$ cat config.mk
export PLATFORM = sky130hd
export DESIGN_NAME = ddr2_init_seq
export DESIGN_NICKNAME = d
export VERILOG_FILES = /design/src/rtl/ddr2_init_pkg.sv /design/src/rtl/ddr2_init_ctrl.sv /design/src/rtl/ddr2_init_dp.sv /design/src/rtl/ddr2_init_seq.sv
export SDC_FILE = /design/constraint.sdc
export NUM_CORES = 1
export LEC_CHECK = 0
export ABC_CLOCK_PERIOD_IN_PS = 2330
export BUFFER_PORTS_ARGS = -buffer_cell sky130_fd_sc_hd__buf_2
export CAP_MARGIN = 20
export CELL_PAD_IN_SITES_DETAIL_PLACEMENT = 0
export CELL_PAD_IN_SITES_GLOBAL_PLACEMENT = 1
export CORE_AREA = 10 10 123 147
export CTS_CLUSTER_SIZE = 10
export DETAILED_ROUTE_END_ITERATION = 6
export DIE_AREA = 0 0 133 157
export PLACE_DENSITY_LB_ADDON = 0.1
export SYNTH_ARGS = -nofsm -noshare
export SYNTH_HDL_FRONTEND = slang
export SYNTH_SLANG_ARGS = --single-unit
export TNS_END_PERCENT = 10
$ cat constraint.sdc
create_clock -name clk -period 2.33 [get_ports clk]
set_clock_uncertainty 0.1 [all_clocks]
set_input_delay 0.3495 -clock clk [delete_from_list [all_inputs] [get_ports clk]]
set_output_delay 0.3495 -clock clk [all_outputs]
set_load 0.005 [all_outputs]
$ cat src/rtl/ddr2_init_pkg.sv
package ddr2_init_pkg;

  localparam int NUM_CMDS = 11;
  localparam int STEP_W   = $clog2(NUM_CMDS + 1);

  typedef enum logic [2:0] {
    MODE_NORMAL  = 3'd0,
    MODE_PRECHG  = 3'd1,
    MODE_AREF    = 3'd2,
    MODE_LOADREG = 3'd3,
    MODE_MANREF  = 3'd4
  } opMode_e;

  // Control-to-datapath strobes
  typedef struct packed {
    logic acceptCfg;   // valid start: latch config, load power-up delay
    logic rejectCfg;   // start refused for geometry
    logic loadDelay;   // load counter with power-up delay
    logic loadGap;     // load counter with inter-command gap
    logic decCnt;      // count down
    logic setCmdMode;  // entering command issue: update mode field
    logic setNormal;   // last command issued: write normal-mode word
  } seqStrobe_t;

  function automatic opMode_e stepMode(input logic [STEP_W-1:0] s);
    case (s)
      4'd0, 4'd5: stepMode = MODE_PRECHG;
      4'd6, 4'd7: stepMode = MODE_AREF;
      4'd1, 4'd2, 4'd3, 4'd4, 4'd8, 4'd9, 4'd10: stepMode = MODE_LOADREG;
      default:    stepMode = MODE_NORMAL;
    endcase
  endfunction

  function automatic logic [31:0] stepAddr(input logic [STEP_W-1:0] s);
    case (s)
      4'd0, 4'd5:  stepAddr = 32'h0000_0400;  // all-bank precharge, A10 high
      4'd1:        stepAddr = 32'h0400_0000;  // extended register 2
      4'd2:        stepAddr = 32'h0600_0000;  // extended register 3
      4'd3, 4'd10: stepAddr = 32'h0200_0400;  // extended register, DLL on
      4'd4:        stepAddr = 32'h0000_0333;  // mode register, DLL reset
      4'd8:        stepAddr = 32'h0000_0233;  // mode register, final
      4'd9:        stepAddr = 32'h0200_0780;  // calibration default
      default:     stepAddr = 32'h0;
    endcase
  endfunction

  function automatic logic [31:0] packCtrl(input logic en, input opMode_e m,
                                           input logic [1:0] r, input logic [1:0] c,
                                           input logic [1:0] d, input logic [2:0] rf);
    logic [31:0] w;
    w        = '0;
    w[31]    = en;
    w[30:28] = m;
    w[25:24] = r;
    w[21:20] = c;
    w[17:16] = d;
    w[15:13] = rf;
    return w;
  endfunction

endpackage

$ cat src/rtl/ddr2_init_ctrl.sv
module ddr2_init_ctrl
  import ddr2_init_pkg::*;
(
  input  logic              clk,
  input  logic              rst,
  input  logic              start,
  input  logic              geomOk,
  input  logic              cntZero,
  output seqStrobe_t        strb,
  output logic              cmdValid,
  output logic              busy,
  output logic              done,
  output logic [STEP_W-1:0] stepIdx
);

  typedef enum logic [2:0] {S_IDLE, S_PWRUP, S_ISSUE, S_GAP, S_FINAL} state_e;
  state_e state;

  localparam logic [STEP_W-1:0] LAST_STEP = STEP_W'(NUM_CMDS - 1);
  wire lastStep = (stepIdx == LAST_STEP);

  always_comb begin
    strb = '0;
    case (state)
      S_IDLE: if (start) begin
        if (geomOk) begin
          strb.acceptCfg = 1'b1;
          strb.loadDelay = 1'b1;
        end else begin
          strb.rejectCfg = 1'b1;
        end
      end
      S_PWRUP, S_GAP: begin
        if (cntZero) strb.setCmdMode = 1'b1;
        else         strb.decCnt     = 1'b1;
      end
      S_ISSUE: begin
        if (lastStep) begin
          strb.setNormal = 1'b1;
          strb.loadDelay = 1'b1;
        end else begin
          strb.loadGap = 1'b1;
        end
      end
      S_FINAL: if (!cntZero) strb.decCnt = 1'b1;
      default: ;
    endcase
  end

  always_ff @(posedge clk) begin
    if (rst) begin
      state   <= S_IDLE;
      stepIdx <= '0;
      done    <= 1'b0;
    end else begin
      case (state)
        S_IDLE: if (strb.acceptCfg) begin
          state   <= S_PWRUP;
          stepIdx <= '0;
          done    <= 1'b0;
        end
        S_PWRUP, S_GAP: if (cntZero) state <= S_ISSUE;
        S_ISSUE: begin
          stepIdx <= stepIdx + 1'b1;
          state   <= lastStep ? S_FINAL : S_GAP;
        end
        S_FINAL: if (cntZero) begin
          state <= S_IDLE;
          done  <= 1'b1;
        end
        default: state <= S_IDLE;
      endcase
    end
  end

  assign cmdValid = (state == S_ISSUE);
  assign busy     = (state != S_IDLE);


  cmd_one_cycle_chk: assert property (@(posedge clk) disable iff (rst)
    cmdValid |=> !cmdValid);

  step_in_range_chk: assert property (@(posedge clk) disable iff (rst)
    cmdValid |-> (stepIdx < STEP_W'(NUM_CMDS)));

  done_not_busy_chk: assert property (@(posedge clk) disable iff (rst)
    done |-> !busy);

  start_ignored_chk: assert property (@(posedge clk) disable iff (rst)
    (start && (state inside {S_PWRUP, S_ISSUE, S_GAP})) |=> busy);

endmodule

$ cat src/rtl/ddr2_init_dp.sv
module ddr2_init_dp
  import ddr2_init_pkg::*;
#(
  parameter int DLY_W = 20,
  parameter int GAP_W = 8
) (
  input  logic              clk,
  input  logic              rst,
  input  seqStrobe_t        strb,
  input  logic [3:0]        rowBits,
  input  logic [3:0]        colBits,
  input  logic [1:0]        dataSize,
  input  logic [2:0]        refreshRate,
  input  logic [DLY_W-1:0]  pwrupDelay,
  input  logic [GAP_W-1:0]  gapCycles,
  input  logic [STEP_W-1:0] stepIdx,
  input  logic              cmdValid,
  output logic              geomOk,
  output logic              cntZero,
  output logic              geomErr,
  output logic [2:0]        cmdMode,
  output logic [31:0]       cmdAddr,
  output logic [31:0]       ctrlWord
);

  localparam int CNT_W = (DLY_W > GAP_W) ? DLY_W : GAP_W;

  logic [CNT_W-1:0] cnt;
  logic [DLY_W-1:0] dlyLat;
  logic [GAP_W-1:0] gapLat;
  logic [1:0]       rowEnc, colEnc, dsLat, rowLat, colLat;
  logic [2:0]       refLat;

  assign geomOk = (rowBits >= 4'd11) && (rowBits <= 4'd14) &&
                  (colBits >= 4'd8)  && (colBits <= 4'd10);
  // Within the legal ranges: row-11 == low two bits + 1 (mod 4), col-8 == low two bits
  assign rowEnc = rowBits[1:0] + 2'd1;
  assign colEnc = colBits[1:0];
  assign cntZero = (cnt == '0);

  always_ff @(posedge clk) begin
    if (rst) begin
      cnt      <= '0;
      dlyLat   <= '0;
      gapLat   <= '0;
      rowLat   <= '0;
      colLat   <= '0;
      dsLat    <= '0;
      refLat   <= '0;
      geomErr  <= 1'b0;
      ctrlWord <= '0;
    end else begin
      if (strb.acceptCfg) begin
        dlyLat   <= pwrupDelay;
        gapLat   <= gapCycles;
        rowLat   <= rowEnc;
        colLat   <= colEnc;
        dsLat    <= dataSize;
        refLat   <= refreshRate;
        geomErr  <= 1'b0;
        ctrlWord <= packCtrl(1'b0, MODE_NORMAL, rowEnc, colEnc, dataSize, 3'd0);
      end
      if (strb.rejectCfg) geomErr <= 1'b1;

      if (strb.loadDelay)   cnt <= CNT_W'(strb.acceptCfg ? pwrupDelay : dlyLat);
      else if (strb.loadGap) cnt <= CNT_W'(gapLat);
      else if (strb.decCnt)  cnt <= cnt - 1'b1;

      if (strb.setCmdMode)
        ctrlWord <= packCtrl(1'b1, stepMode(stepIdx), rowLat, colLat, dsLat, 3'd0);
      if (strb.setNormal)
        ctrlWord <= packCtrl(1'b1, MODE_NORMAL, rowLat, colLat, dsLat, refLat);
    end
  end

  assign cmdMode = cmdValid ? stepMode(stepIdx) : MODE_NORMAL;
  assign cmdAddr = cmdValid ? stepAddr(stepIdx) : 32'h0;


  cnt_no_wrap_chk: assert property (@(posedge clk) disable iff (rst)
    strb.decCnt |-> !cntZero);

  word_mode_chk: assert property (@(posedge clk) disable iff (rst)
    cmdValid |-> (ctrlWord[31] && (ctrlWord[30:28] == cmdMode)));

  prechg_a10_chk: assert property (@(posedge clk) disable iff (rst)
    (cmdValid && (cmdMode == MODE_PRECHG)) |-> cmdAddr[10]);

  accept_geom_chk: assert property (@(posedge clk) disable iff (rst)
    strb.acceptCfg |=> !geomErr);

endmodule

$ cat src/rtl/ddr2_init_seq.sv
module ddr2_init_seq
  import ddr2_init_pkg::*;
#(
  parameter int DLY_W = 20,
  parameter int GAP_W = 8
) (
  input  logic             clk,
  input  logic             rst,
  input  logic             start,
  input  logic [3:0]       rowBits,
  input  logic [3:0]       colBits,
  input  logic [1:0]       dataSize,
  input  logic [2:0]       refreshRate,
  input  logic [DLY_W-1:0] pwrupDelay,
  input  logic [GAP_W-1:0] gapCycles,
  output logic             cmdValid,
  output logic [2:0]       cmdMode,
  output logic [31:0]      cmdAddr,
  output logic             busy,
  output logic             done,
  output logic             geomErr,
  output logic [3:0]       stepIdx,
  output logic [31:0]      ctrlWord
);

  seqStrobe_t        strb;
  logic              geomOk, cntZero;
  logic [STEP_W-1:0] stepInt;

  ddr2_init_ctrl uCtrl (
    .clk(clk), .rst(rst), .start(start), .geomOk(geomOk), .cntZero(cntZero),
    .strb(strb), .cmdValid(cmdValid), .busy(busy), .done(done), .stepIdx(stepInt)
  );

  ddr2_init_dp #(.DLY_W(DLY_W), .GAP_W(GAP_W)) uDp (
    .clk(clk), .rst(rst), .strb(strb), .rowBits(rowBits), .colBits(colBits),
    .dataSize(dataSize), .refreshRate(refreshRate), .pwrupDelay(pwrupDelay),
    .gapCycles(gapCycles), .stepIdx(stepInt), .cmdValid(cmdValid),
    .geomOk(geomOk), .cntZero(cntZero), .geomErr(geomErr),
    .cmdMode(cmdMode), .cmdAddr(cmdAddr), .ctrlWord(ctrlWord)
  );

  assign stepIdx = 4'(stepInt);

endmodule

* After elaboration in Yosys (flattened, before gate mapping)
Memories as Yosys holds them, arrays and structs flattened. A register that Yosys moved wholly into a read port is not among the register bits.
Cells that the tools add are included.
** Cells by class
- Mux-type cells :: 39
- Magnitude comparators :: 4
- Reductions and logical operators :: 18
- Equal/unequal tests :: 8
- $add $sub $neg :: 3
** Operators by type and width (count)
- two-way mux 32 bit :: 4
- two-way mux 20 bit :: 4
- two-way mux 4 bit :: 7
- zero test 20 bit :: 1
- subtractor 20 x 1 -> 20 bit, second input constant :: 1
- two-way mux 3 bit :: 6
- two-way mux 1 bit :: 13
- one-hot mux 3 bit (4 select lines) :: 1
- nonzero test 3 bit :: 3
- >= comparator 4 bit, second input constant :: 2
- less-or-equal comparator 4 bit, second input constant :: 2
- one-hot mux 4 bit (2 select lines) :: 1
- nonzero test 2 bit :: 4
- equality test 3 x 2 -> 1 bit, second input constant :: 2
- AND reduction 3 bit :: 2
- adder 4 x 1 -> 4 bit, second input constant :: 1
- equality test 4 bit, second input constant :: 1
- != test 2 x 1 -> 1 bit, second input constant :: 2
- one-hot mux 1 bit (2 select lines) :: 2
- OR reduction 2 bit :: 2
- equality test 3 x 1 -> 1 bit, second input constant :: 1
- equality test 3 bit, second input constant :: 1
- logical AND 1 bit :: 3
- zero test 3 bit :: 1
- 5 further kinds :: 5
** Storage, ports and cells
- Bits in registers :: 79
- Bits of input ports :: 44
- Memories kept :: 3
- Bits in read-only memories :: 224
- Logic and storage cells :: 88
** Memory list
- (no name shown) :: depth 16, width 10, read ports 1, clocked after Yosys merged registers in 1, write ports 0, line ddr2_init_pkg.sv:35 : case (s)
- (no name shown) :: depth 16, width 2, read ports 1, clocked after Yosys merged registers in 1, write ports 0, line ddr2_init_pkg.sv:26 : case (s)
- (no name shown) :: depth 16, width 2, read ports 1, clocked after Yosys merged registers in 1, write ports 0, line ddr2_init_pkg.sv:26

* Depth between registers and ports, before layout
Gate-level depths: netlist of the first run.
- Depth after elaboration :: 11
- Mapped depth :: 12
- Mapped depth without buffers :: 12

* Cells and area by module
A second synthesis of the first run with hierarchy kept.
** Unflattened totals
- Cell total of the unflattened synthesis :: 511
- Area, all modules :: 4405.5 um^2
** By module, submodules not included
- ddr2_init_dp :: area each 3900.0 um^2, seq. area each 1401.3 um^2, times used 1, cells an instance 449
- ddr2_init_ctrl :: area each 505.5 um^2, seq. area each 160.2 um^2, times used 1, cells an instance 62

* Worst setup path after synthesis of the first run
No wires, ideal clock.
- Path kind :: input to register
- Start :: input rowBits[0]
- End :: register uDp.cnt[5]
- Arrival :: 2223 ps
- Slack :: -127 ps
- Required time :: 2097 ps
- Cell stages on the path :: 9
- Cells stage by stage :: inv_1 > ha_1 > and3b_1 > nor4_2 > and2_1 > buf_2 > mux2_2 > a211oi_1 > nor3_1
** On the way
- Longest elaborated chain between the ends :: 9
- Elaborated cells between the ends (all ways) :: 12
- Those cells by class :: 2 x order compare; 6 x mux; 4 x reduce/logical
** RTL lines
- start: declaration :: line ddr2_init_seq.sv:10 : input logic [3:0] rowBits,
- >= comparator 4 bit or less-or-equal comparator 4 bit (tied branches) :: line ddr2_init_dp.sv:34 : assign geomOk = (rowBits >= 4'd11) && (rowBits <= 4'd14) &&
- logical AND 1 bit * (2 in series) :: line ddr2_init_dp.sv:34
- logical AND 1 bit * :: line ddr2_init_dp.sv:35 : (colBits >= 4'd8) && (colBits <= 4'd10);
- two-way mux 1 bit * :: line ddr2_init_ctrl.sv:26 : if (geomOk) begin
- two-way mux 3 bit * :: line ddr2_init_ctrl.sv:25 : S_IDLE: if (start) begin
- two-way mux 2 bit :: line ddr2_init_ctrl.sv:24 : case (state)
- two-way mux 20 bit
- two-way mux 20 bit :: line ddr2_init_dp.sv:65 : if (strb.loadDelay) cnt <= CNT_W'(strb.acceptCfg ? pwrupDelay : dlyLat);
- end signal: assignment :: line ddr2_init_dp.sv:65
- end signal: assignment :: line ddr2_init_dp.sv:66 : else if (strb.loadGap) cnt <= CNT_W'(gapLat);
- end signal: assignment :: line ddr2_init_dp.sv:67 : else if (strb.decCnt) cnt <= cnt - 1'b1;
- end: declaration :: line ddr2_init_dp.sv:28 : logic [CNT_W-1:0] cnt;
Every way passes the cells marked *; elsewhere a longest branch is shown, timed or not.
A chain may end at the register's enable or synchronous reset.

* Worst setup path in the final report of the first run
- Start :: register uDp.cnt[13]
- End :: register uDp.cnt[16]
** On the way
- Longest elaborated chain between the ends :: 4
- Elaborated cells between the ends (all ways) :: 8
- Those cells by class :: 1 x add/sub; 5 x mux; 2 x reduce/logical
** RTL lines (line)
- subtractor 20 x 1 -> 20 bit or zero test 20 bit (tied branches) :: ddr2_init_dp.sv:67, ddr2_init_dp.sv:39
- two-way mux 20 bit or two-way mux 1 bit (tied branches) :: ddr2_init_dp.sv:67, ddr2_init_ctrl.sv:34, ddr2_init_ctrl.sv:45
- two-way mux 20 bit or two-way mux 1 bit (tied branches)
- two-way mux 20 bit or nonzero test 3 bit (tied branches)
Several ways; a longest one is shown, not always the timed one. The select of a mux whose other input is x is not followed.

==> impl_metrics.toml, run 1 <==
[power_and_ir_drop]
powerDensity_mw_per_mm2 = 1330
intPower_mw = 4.84
power_leakage_nw = 2.60
seqPwrFrac_pct = 24.0
p_sw_share_pct = 38.3
power.share.clock_pct = 21.6
peakVddDrop_v = 0.000519
combPwrFrac_pct = 54.5
p_sw_mw = 3.00
report.power.total_mw = 7.84

[floorplan]
fp.dieW_um = 133
coreArea_mm2 = 0.0153
row_count = 50
start_util_pct = 30.0
ios = 119
die_y_um = 157
dieArea_mm2 = 0.0209

[sta]
period_share_pct = 95.2
hold_viol_final = 0
fmax_mhz = 451
slew_viol_final = 0
slew_headroom_pct = 54.6
fin_crit_ps = 2220
worst_slew_pin_slew_ps = 670
setup_violations = 0
rsz0062_at_grt = "yes"

[drt]
drtIter0Drc = 249
routedWlPerCell_um = 15.8
drt-total-wl_mm = 14.4
postRouteAntennaNets = 0
vias = 4378
drt_pre_antenna_iters = 7
drc = 2
post_drt_via_cell_ratio = 4.82

[status]
status = "complete, but fails checks"
violations = "design-rule violations"

[clocking]
clk_latency_ps = 340
cts_buffer_depth = 2
numClockSinks = 87
tritoncts = "done"
h-tree-depth = 3
clk_pin_slew_ps = 60
cts_buffers = 9
root_buffer = "clkbuf_16"

[min_path]
hold_path.class = "input pin to flop"

[global_route]
grt_use_total_pct = 13.9
grt_first_pass_wirelength_mm = 23.3
grt_pass1_vias = 4553
overflow = 0
antenna_found_initial = 0
grt_max_degree = 28

[finish]
finish.cell_count_without_fillers = 909
area_delta_synth_final_pct = 28.4
filler_cell_count = 1646
drive_above_1_share_pct = 27.0
diodes = 0
final_nets = 751

[setup_path]
crit_fanout = 8
crit_path_end_kind = "flop"
path_cells = "or4_4 > nor4b_4 > buf_6 > a31oi_4 > or2_1 > buf_4 > a21oi_1 > a211oi_1"
slowest_delay_ps = 560
cp.arrival_ps = 2340
slowest_stage = "or4_4"
worst-path-buf-inv = 2
cpLargestDelayFamily = "simple AND/OR/NAND/NOR gates"
critPathRequiredTime_ps = 2450
crit_type = "flop to flop"
critPathLaunchType = "flop"

[yosys]
synthFlopType = "dfxtp_1"
async_flop_share_pct = 0
ys_seq_area_share_pct = 37.9
syn_avg_cell_area_um2 = 8.01
synth_top_area_cell = "dfxtp_1"
netlist.area_leader.share_pct = 37.9
synthesis.area_mm2 = 0.00460
ys_warn_count = 0
synth_enable_flop_cells = 0
syn_inst = 574
ys_seq_elements = 87
ys_types = 68
synth_area_leaders = "dfxtp_1 (38%), nand2_1 (8.2%), buf_4 (7.5%), a21oi_1 (6.4%), nor2_1 (3.4%)"

[flow_run]
drv_cap = 0

[placed_design]
dp_hpwl_mm = 11.0
gp_congestion = 0.758
dp.cells = 894
io_buffers = 75
==> Yosys cell counts (all sizes together), types with 4 or more instances <==
master / n
a211oi: 15
a21oi: 60
a222oi: 5
a31oi: 4
a32oi: 4
and2: 7
and3: 8
buf: 55
clkbuf: 22
dfxtp: 87
ha: 10
inv: 20
mux2: 4
nand2: 101
nand3: 9
nand4: 6
nor2: 43
nor3: 11
nor4: 4
o211ai: 6
o21ai: 13
o311ai: 4
or2: 6
or3: 6
or4: 4
xnor2: 5
==> through the flow <==
stage	utilization [%]	cell area (um^2)	hold WS (ps)	setup TNS [ps]	worst slack, ps
final	38.5	5900	135	0	111
after global routing	38.5	5900	127	-5.21	-5.21
after CTS	38.1	5840	118	0	13.4
after detailed placement	35.8	5480	345	-3350	-218
after global placement	35.8	5480	338	-2370	-174
after floorplan	-	4760	332	-335	-45.1
==> tightest hold or removal path, cell delays in order <==
cell	delay, ps
buf_2	90
a222oi_1	60
inv_1	60
==> power groups by stage <==
stage                     combinational (mW)  clock (mW)  sequential (mW)
after global routing                    4.74        1.80             1.91
after detailed placement                3.94           0             1.90
after floorplan                         2.39           0             1.91
final                                   4.27        1.69             1.88
after CTS                               4.08        1.74             1.88
after global placement                  3.94           0             1.90
==> path summary, 6_finish.rpt <==
check | startpoint | endpoint | slack (ps) | depth (start not counted)
min reg2reg | uDp.refLat[0] | uDp.ctrlWord[13] | 350 | 2
max | uDp.cnt[13] | uDp.cnt[16] | 110 | 8
max reg2reg | uDp.cnt[13] | uDp.cnt[16] | 110 | 8
min | dataSize[0] | uDp.ctrlWord[16] | 130 | 3
==> cell families (layout without fill, tap and decap cells) <==
| kind of cell | Yosys count | after routing | share of synthesized area, % |
|---|---|---|---|
| fa+ha+maj | 10 | 10 | 2.72 |
| xor+xnor | 6 | 6 | 1.14 |
| simple gates | 223 | 223 | 23.4 |
| mux | 4 | 4 | 0.980 |
| buf+inv | 97 | 182 | 12.2 |
| compound gates | 146 | 146 | 21.7 |
| other cells | 1 | 43 | 0.0816 |
| flops | 87 | 87 | 37.9 |
==> final cells by class <==
| type | instances | area [um^2] | area share (%) |
|---|---|---|---|
| tap | 208 | 260 | 4.41 |
| clock buffer | 10 | 239 | 4.05 |
| inverter | 20 | 75.1 | 1.27 |
| timing repair buffer | 147 | 952 | 16.1 |
| multi-input combinational | 432 | 2530 | 42.8 |
| sequential | 87 | 1740 | 29.5 |
| clock inverter | 5 | 106 | 1.80 |
==> repair_timing <==
item                       in CTS  in global routing
hold buffers                    0                  0
setup buffers                   1                  0
hold endpoints to repair        0                  0
setup endpoints to repair      20                 32
gates resized for setup         2                 13
pin swaps                       1                  5
==> cell usage in the layout, fill, tap and decap left out, types with 13 or more instances in the layout <==
| cell type | synthesis | routed |
|---|---|---|
| inv_1 | 20 | 20 |
| nand2_1 | 101 | 101 |
| dfxtp_1 | 87 | 87 |
| o21ai_0 | 13 | 13 |
| buf_2 | 6 | 75 |
| buf_4 | 46 | 67 |
| a21oi_1 | 59 | 58 |
| conb_1 | 1 | 43 |
| a211oi_1 | 14 | 14 |
| nor2_1 | 42 | 41 |
==> routing by layer <==
layer  global-route usage [%]  vias up  wire length, um
li1                         -     2192                -
met1                     15.8     2084             6140
met2                     24.6       91             7410
met3                     3.70       11              664
met4                     4.51        0              142
met5                        0        -                0
(Power assumes the default switching activity.)
==> inputs of run 2 (changes only) <==
--- a/config.mk
+++ b/config.mk
@@ -5,15 +5,15 @@
 export SDC_FILE = /design/constraint.sdc
 export NUM_CORES = 1
 export LEC_CHECK = 0
-export ABC_CLOCK_PERIOD_IN_PS = 2330
+export ABC_CLOCK_PERIOD_IN_PS = 2280
 export BUFFER_PORTS_ARGS = -buffer_cell sky130_fd_sc_hd__buf_2
 export CAP_MARGIN = 20
 export CELL_PAD_IN_SITES_DETAIL_PLACEMENT = 0
 export CELL_PAD_IN_SITES_GLOBAL_PLACEMENT = 1
-export CORE_AREA = 10 10 123 147
+export CORE_AREA = 2 2 115 139
 export CTS_CLUSTER_SIZE = 10
 export DETAILED_ROUTE_END_ITERATION = 6
-export DIE_AREA = 0 0 133 157
+export DIE_AREA = 0 0 117 141
 export PLACE_DENSITY_LB_ADDON = 0.1
 export SYNTH_ARGS = -nofsm -noshare
 export SYNTH_HDL_FRONTEND = slang
==> constraint.sdc (replaced) <==
create_clock -name clk -period 2.28 [get_ports clk]
set_clock_uncertainty 0.1 [all_clocks]
set_input_delay 0.342 -clock clk [delete_from_list [all_inputs] [get_ports clk]]
set_output_delay 0.342 -clock clk [all_outputs]
set_load 0.005 [all_outputs]
==> run 2 against run 1 <==
Compared with the run above:
- clock power shrank 17%
- critical path type unchanged
- combinational power grew 4%
- maximum frequency increased by 0.17%
- design area grew 1.1%
- the flow now finishes without violations
- sequential cell count stayed put
- largest power group unchanged
- critical endpoint is now uDp.cnt[17]
==> impl_metrics.toml, run 2 (synthesis gave the netlist of run 1 again) <==
[status]
status = "completed"

[finish]
area_delta_synth_final_pct = 29.9
final_nets = 767
final_cell_mix = "nand2_1 (101), dfxtp_1 (87), buf_4 (82)"
finish.cell_count_without_fillers = 926
seqCellArea_mm2 = 0.00174
diodes = 0
final_common_cell = "nand2_1"
drive_above_1_share_pct = 29.1
filler_cell_count = 1631
multi_input_comb_area_mm2 = 0.00253

[min_path]
hold_path.class = "input pin to flop"

[floorplan]
coreArea_mm2 = 0.0153
fp.dieW_um = 117
row_count = 50
die_y_um = 141
start_util_pct = 30.0
dieArea_mm2 = 0.0165
ios = 119

[setup_path]
slowest_stage = "or4_4"
crit_type = "flop to flop"
critPathLaunchType = "flop"
critPathRequiredTime_ps = 2460
path_cells = "or4_4 > nor4b_4 > buf_4 > buf_4 > nand3_1 > nand2b_1 > o311ai_0 > a21oi_1"
cp.arrival_ps = 2400
crit_fanout = 4
slowest_delay_ps = 560
crit_path_end_kind = "flop"
cpMostUsedCell = "buf_4"

[global_route]
overflow = 0
grt_pass1_vias = 4357
grt_use_total_pct = 17.0
grt_max_degree = 24
antenna_found_initial = 0
grt_first_pass_wirelength_mm = 21.7

[sta]
rsz0062_at_grt = "yes"
period_share_pct = 97.2
worst_slew_pin_slew_ps = 557
setup_violations = 0
fin_crit_ps = 2220
slew_headroom_pct = 62.3
fmax_mhz = 451
slew_viol_final = 0
hold_viol_final = 0

[drt]
drc = 0
postRouteAntennaNets = 0
drt_pre_antenna_iters = 5
post_drt_via_cell_ratio = 4.81
vias = 4456
routedWlPerCell_um = 14.7
drtIter0Drc = 176
drt-total-wl_mm = 13.6

[clocking]
clk_pin_slew_ps = 70
tritoncts = "done"
h-tree-depth = 3
cts_buffers = 9
root_buffer = "clkbuf_16"
numClockSinks = 87
cts_buffer_depth = 2
clk_latency_ps = 350

[placed_design]
gp_congestion = 0.816
io_buffers = 75
dp.cells = 910
dp_hpwl_mm = 10.2

[flow_run]
drv_cap = 0

[power_and_ir_drop]
powerDensity_mw_per_mm2 = 1300
power_leakage_nw = 2.63
report.power.total_mw = 7.78
peakVddDrop_v = 0.000569
## run 2: cell types whose count changed in the layout (fill, tap and decap cells not counted), moves of 2 or more
cell        delta
buf_4         +15
clkinvlp_4     +5
nor2_1         -2
nor3b_2        +2
bufinv_16      -3
## run 2: path summary, 6_finish.rpt
path                            to  slack (ps)  cells after the start     startpoint
setup / recovery       uDp.cnt[17]          60                      8    uDp.cnt[13]
hold / removal    uDp.ctrlWord[16]         120                      3    dataSize[0]
setup reg to reg       uDp.cnt[17]          60                      8    uDp.cnt[13]
hold reg to reg      uDp.gapLat[1]         350                      2  uDp.gapLat[1]
## run 2: where the power goes
group,total (mW),switching [mW],internal (mW)
logic,4.45,2.27,2.18
registers,1.92,0.164,1.76
clock network,1.41,0.674,0.736
## run 2: area by class of cell
type                            count  share of cell area, %
Multi-Input combinational cell    432                   42.4
Sequential cell                    87                   29.2
Timing Repair Buffer              163                   18.2
Tap cell                          208                   4.36
Clock buffer                        9                   3.77
Inverter                           20                   1.26
Clock inverter                      7                  0.838
## run 2: metal layers
metal	global-route usage [%]	routed length [um]	vias up
met5	0	0	-
met4	7.74	371	0
met3	2.32	442	19
met2	28.5	6830	103
met1	21.4	5970	2114
li1	-	-	2220
## run 2: metrics by stage
step	hold WS, ps	worst slack (ps)	area, um^2	utilization, %	TNS (ps)
2_1_floorplan	332	-95.1	4760	-	-1300
3_3_place_gp	341	-238	5610	36.6	-3910
3_5_place_dp	346	-246	5610	36.6	-4410
4_1_cts	101	16.1	5900	38.5	0
5_1_grt	128	-55.8	5970	38.9	-300
6_report	116	64.8	5970	38.9	0
## run 2: repair_timing
| action | CTS | global route |
|---|---|---|
| hold buffers | 0 | 0 |
| pin swaps | 0 | 3 |
| gates resized for setup | 3 | 15 |
| endpoints found under the setup margin | 17 | 32 |
| buffers inserted | 0 | 1 |
## run 2: critical path, delay by kind of cell (launching register included)
family / cells / cell delay (ps)
compound gates: 2 / 300
buf+inv: 2 / 300
flops: 1 / 310
simple gates: 4 / 1140
==> inputs of run 3 (changes only) <==
--- a/config.mk
+++ b/config.mk
@@ -10,11 +10,11 @@
 export CAP_MARGIN = 20
 export CELL_PAD_IN_SITES_DETAIL_PLACEMENT = 0
 export CELL_PAD_IN_SITES_GLOBAL_PLACEMENT = 1
-export CORE_AREA = 2 2 115 139
+export CORE_AREA = 2 2 103 124
 export CTS_CLUSTER_SIZE = 10
 export DETAILED_ROUTE_END_ITERATION = 6
-export DIE_AREA = 0 0 117 141
-export PLACE_DENSITY_LB_ADDON = 0.1
+export DIE_AREA = 0 0 105 126
+export PLACE_DENSITY = 0.89
 export SYNTH_ARGS = -nofsm -noshare
 export SYNTH_HDL_FRONTEND = slang
 export SYNTH_SLANG_ARGS = --single-unit
==> run 3 against run 2 <==
Compared with the run above:
- first-iteration DRC count up 78%
- hold slack better by 17 ps
- final cell count down 6.2%
==> impl_metrics.toml, run 3 (synthesis gave the netlist of run 1 again) <==
[status]
status = "completed"

[drt]
drt_pre_antenna_iters = 6
vias = 4615
postRouteAntennaNets = 0
post_drt_via_cell_ratio = 5.31
routedWlPerCell_um = 14.8
drtIter0Drc = 314
drc = 0
drt-total-wl_mm = 12.8

[power_and_ir_drop]
peakVddDrop_v = 0.000648
power_leakage_nw = 2.59
powerDensity_mw_per_mm2 = 1320
report.power.total_mw = 7.68

[global_route]
grt_pass1_vias = 4306
grt_use_total_pct = 19.0
antenna_found_initial = 0
overflow = 0
grt_max_degree = 22
grt_first_pass_wirelength_mm = 20.4

[min_path]
hold_path.class = "input pin to flop"

[placed_design]
gp_congestion = 0.930
dp_hpwl_mm = 9.70
placed_area_mm2 = 0.00545
io_buffers = 75

[finish]
final_nets = 757
finish.instance_area_mm2 = 0.00581
final_cell_mix = "nand2_1 (101), dfxtp_1 (87), buf_4 (76)"
drive_above_1_share_pct = 27.8
filler_cell_count = 1186
final_common_cell = "nand2_1"
diodes = 0
area_delta_synth_final_pct = 26.4
post-route-util_pct = 48.4

[flow_run]
drv_cap = 0

[setup_path]
path_cells = "or4_4 > nor4b_4 > buf_4 > buf_4 > nand3_1 > buf_4 > nand2_1 > o2111ai_1 > o211ai_1"
crit_fanout = 3
crit_path_end_kind = "flop"
cpMostUsedCell = "buf_4"
slowest_delay_ps = 560
cp.arrival_ps = 2410
slowest_stage = "or4_4"
worst-path-buf-inv = 3
critPathLaunchType = "flop"
cpLargestDelayFamily = "simple AND/OR/NAND/NOR gates"
crit_type = "flop to flop"
critPathRequiredTime_ps = 2450

[sta]
setup_violations = 0
hold_viol_final = 0
rsz0062_at_grt = "yes"
period_share_pct = 98.2
fmax_mhz = 447
fin_crit_ps = 2240
timing.hold.ws_ps = 133
slew_viol_final = 0

[floorplan]
fp.dieW_um = 105
ios = 119
die_y_um = 126
row_count = 44
dieArea_mm2 = 0.0132
start_util_pct = 38.3
coreArea_mm2 = 0.0120

[clocking]
cts_buffers = 9
root_buffer = "clkbuf_16"
tritoncts = "done"
clk_pin_slew_ps = 70
clk_latency_ps = 340
h-tree-depth = 3
cts_buffer_depth = 2
numClockSinks = 87
-- run 3: changes by cell type in the layout (fill, tap and decap cells not counted), sizes merged --
cell	before	now
buf	163	153
bufinv	0	1
clkinv	1	3
clkinvlp	6	2
inv	20	21
-- run 3: final timing paths --
| check | end | depth (start not counted) | from | slack (ps) |
|---|---|---|---|---|
| max | uDp.cnt[9] | 9 | uDp.cnt[13] | 40 |
| min | uDp.ctrlWord[16] | 3 | dataSize[0] | 130 |
| max reg2reg | uDp.cnt[9] | 9 | uDp.cnt[13] | 40 |
| min reg2reg | uDp.dlyLat[11] | 2 | uDp.dlyLat[11] | 360 |
-- run 3: cell type report --
cell class | instances | area [um^2] | share of cell area [%]
Timing Repair Buffer | 153 | 977 | 16.8
Sequential cell | 87 | 1740 | 30.0
Tap cell | 161 | 201 | 3.47
Clock buffer | 9 | 225 | 3.88
Multi-Input combinational cell | 432 | 2520 | 43.3
Clock inverter | 7 | 72.6 | 1.25
Inverter | 20 | 75.1 | 1.29
-- run 3: through the flow --
step	setup slack (ps)	std cells	setup TNS, ps
after CTS	-12.8	868	-13.9
after global routing	-51.8	869	-220
after floorplan	-95.1	616	-1300
after detailed placement	-217	852	-4540
final	41.1	869	0
after global placement	-118	852	-1920
-- run 3: what timing repair did --
action,in CTS,in global routing
gates cloned,0,0
hold buffers,0,0
gates resized for setup,6,10
pin swaps,3,11
buffers inserted,1,1
endpoints found under the setup margin,17,32
hold endpoints to repair,0,0
-- run 3: tightest hold or removal path, cell delays in order --
cell,delay [ps]
buf_2,90
a222oi_1,60
inv_1,50
-- run 3: power breakdown --
| group | switching, mW | internal [mW] |
|---|---|---|
| logic | 2.22 | 2.07 |
| clock network | 0.622 | 0.850 |
| registers | 0.164 | 1.76 |
| total | 3.00 | 4.68 |
-- run 3: routing by layer --
metal  part of all wire (%)  vias to the layer above  GRT usage (%)
met5                      0                        -              0
met4                    3.1                        0           8.86
met3                    4.9                       32           3.05
met2                     53                      176           34.8
met1                     39                     2196           21.4
li1                       -                     2211              -
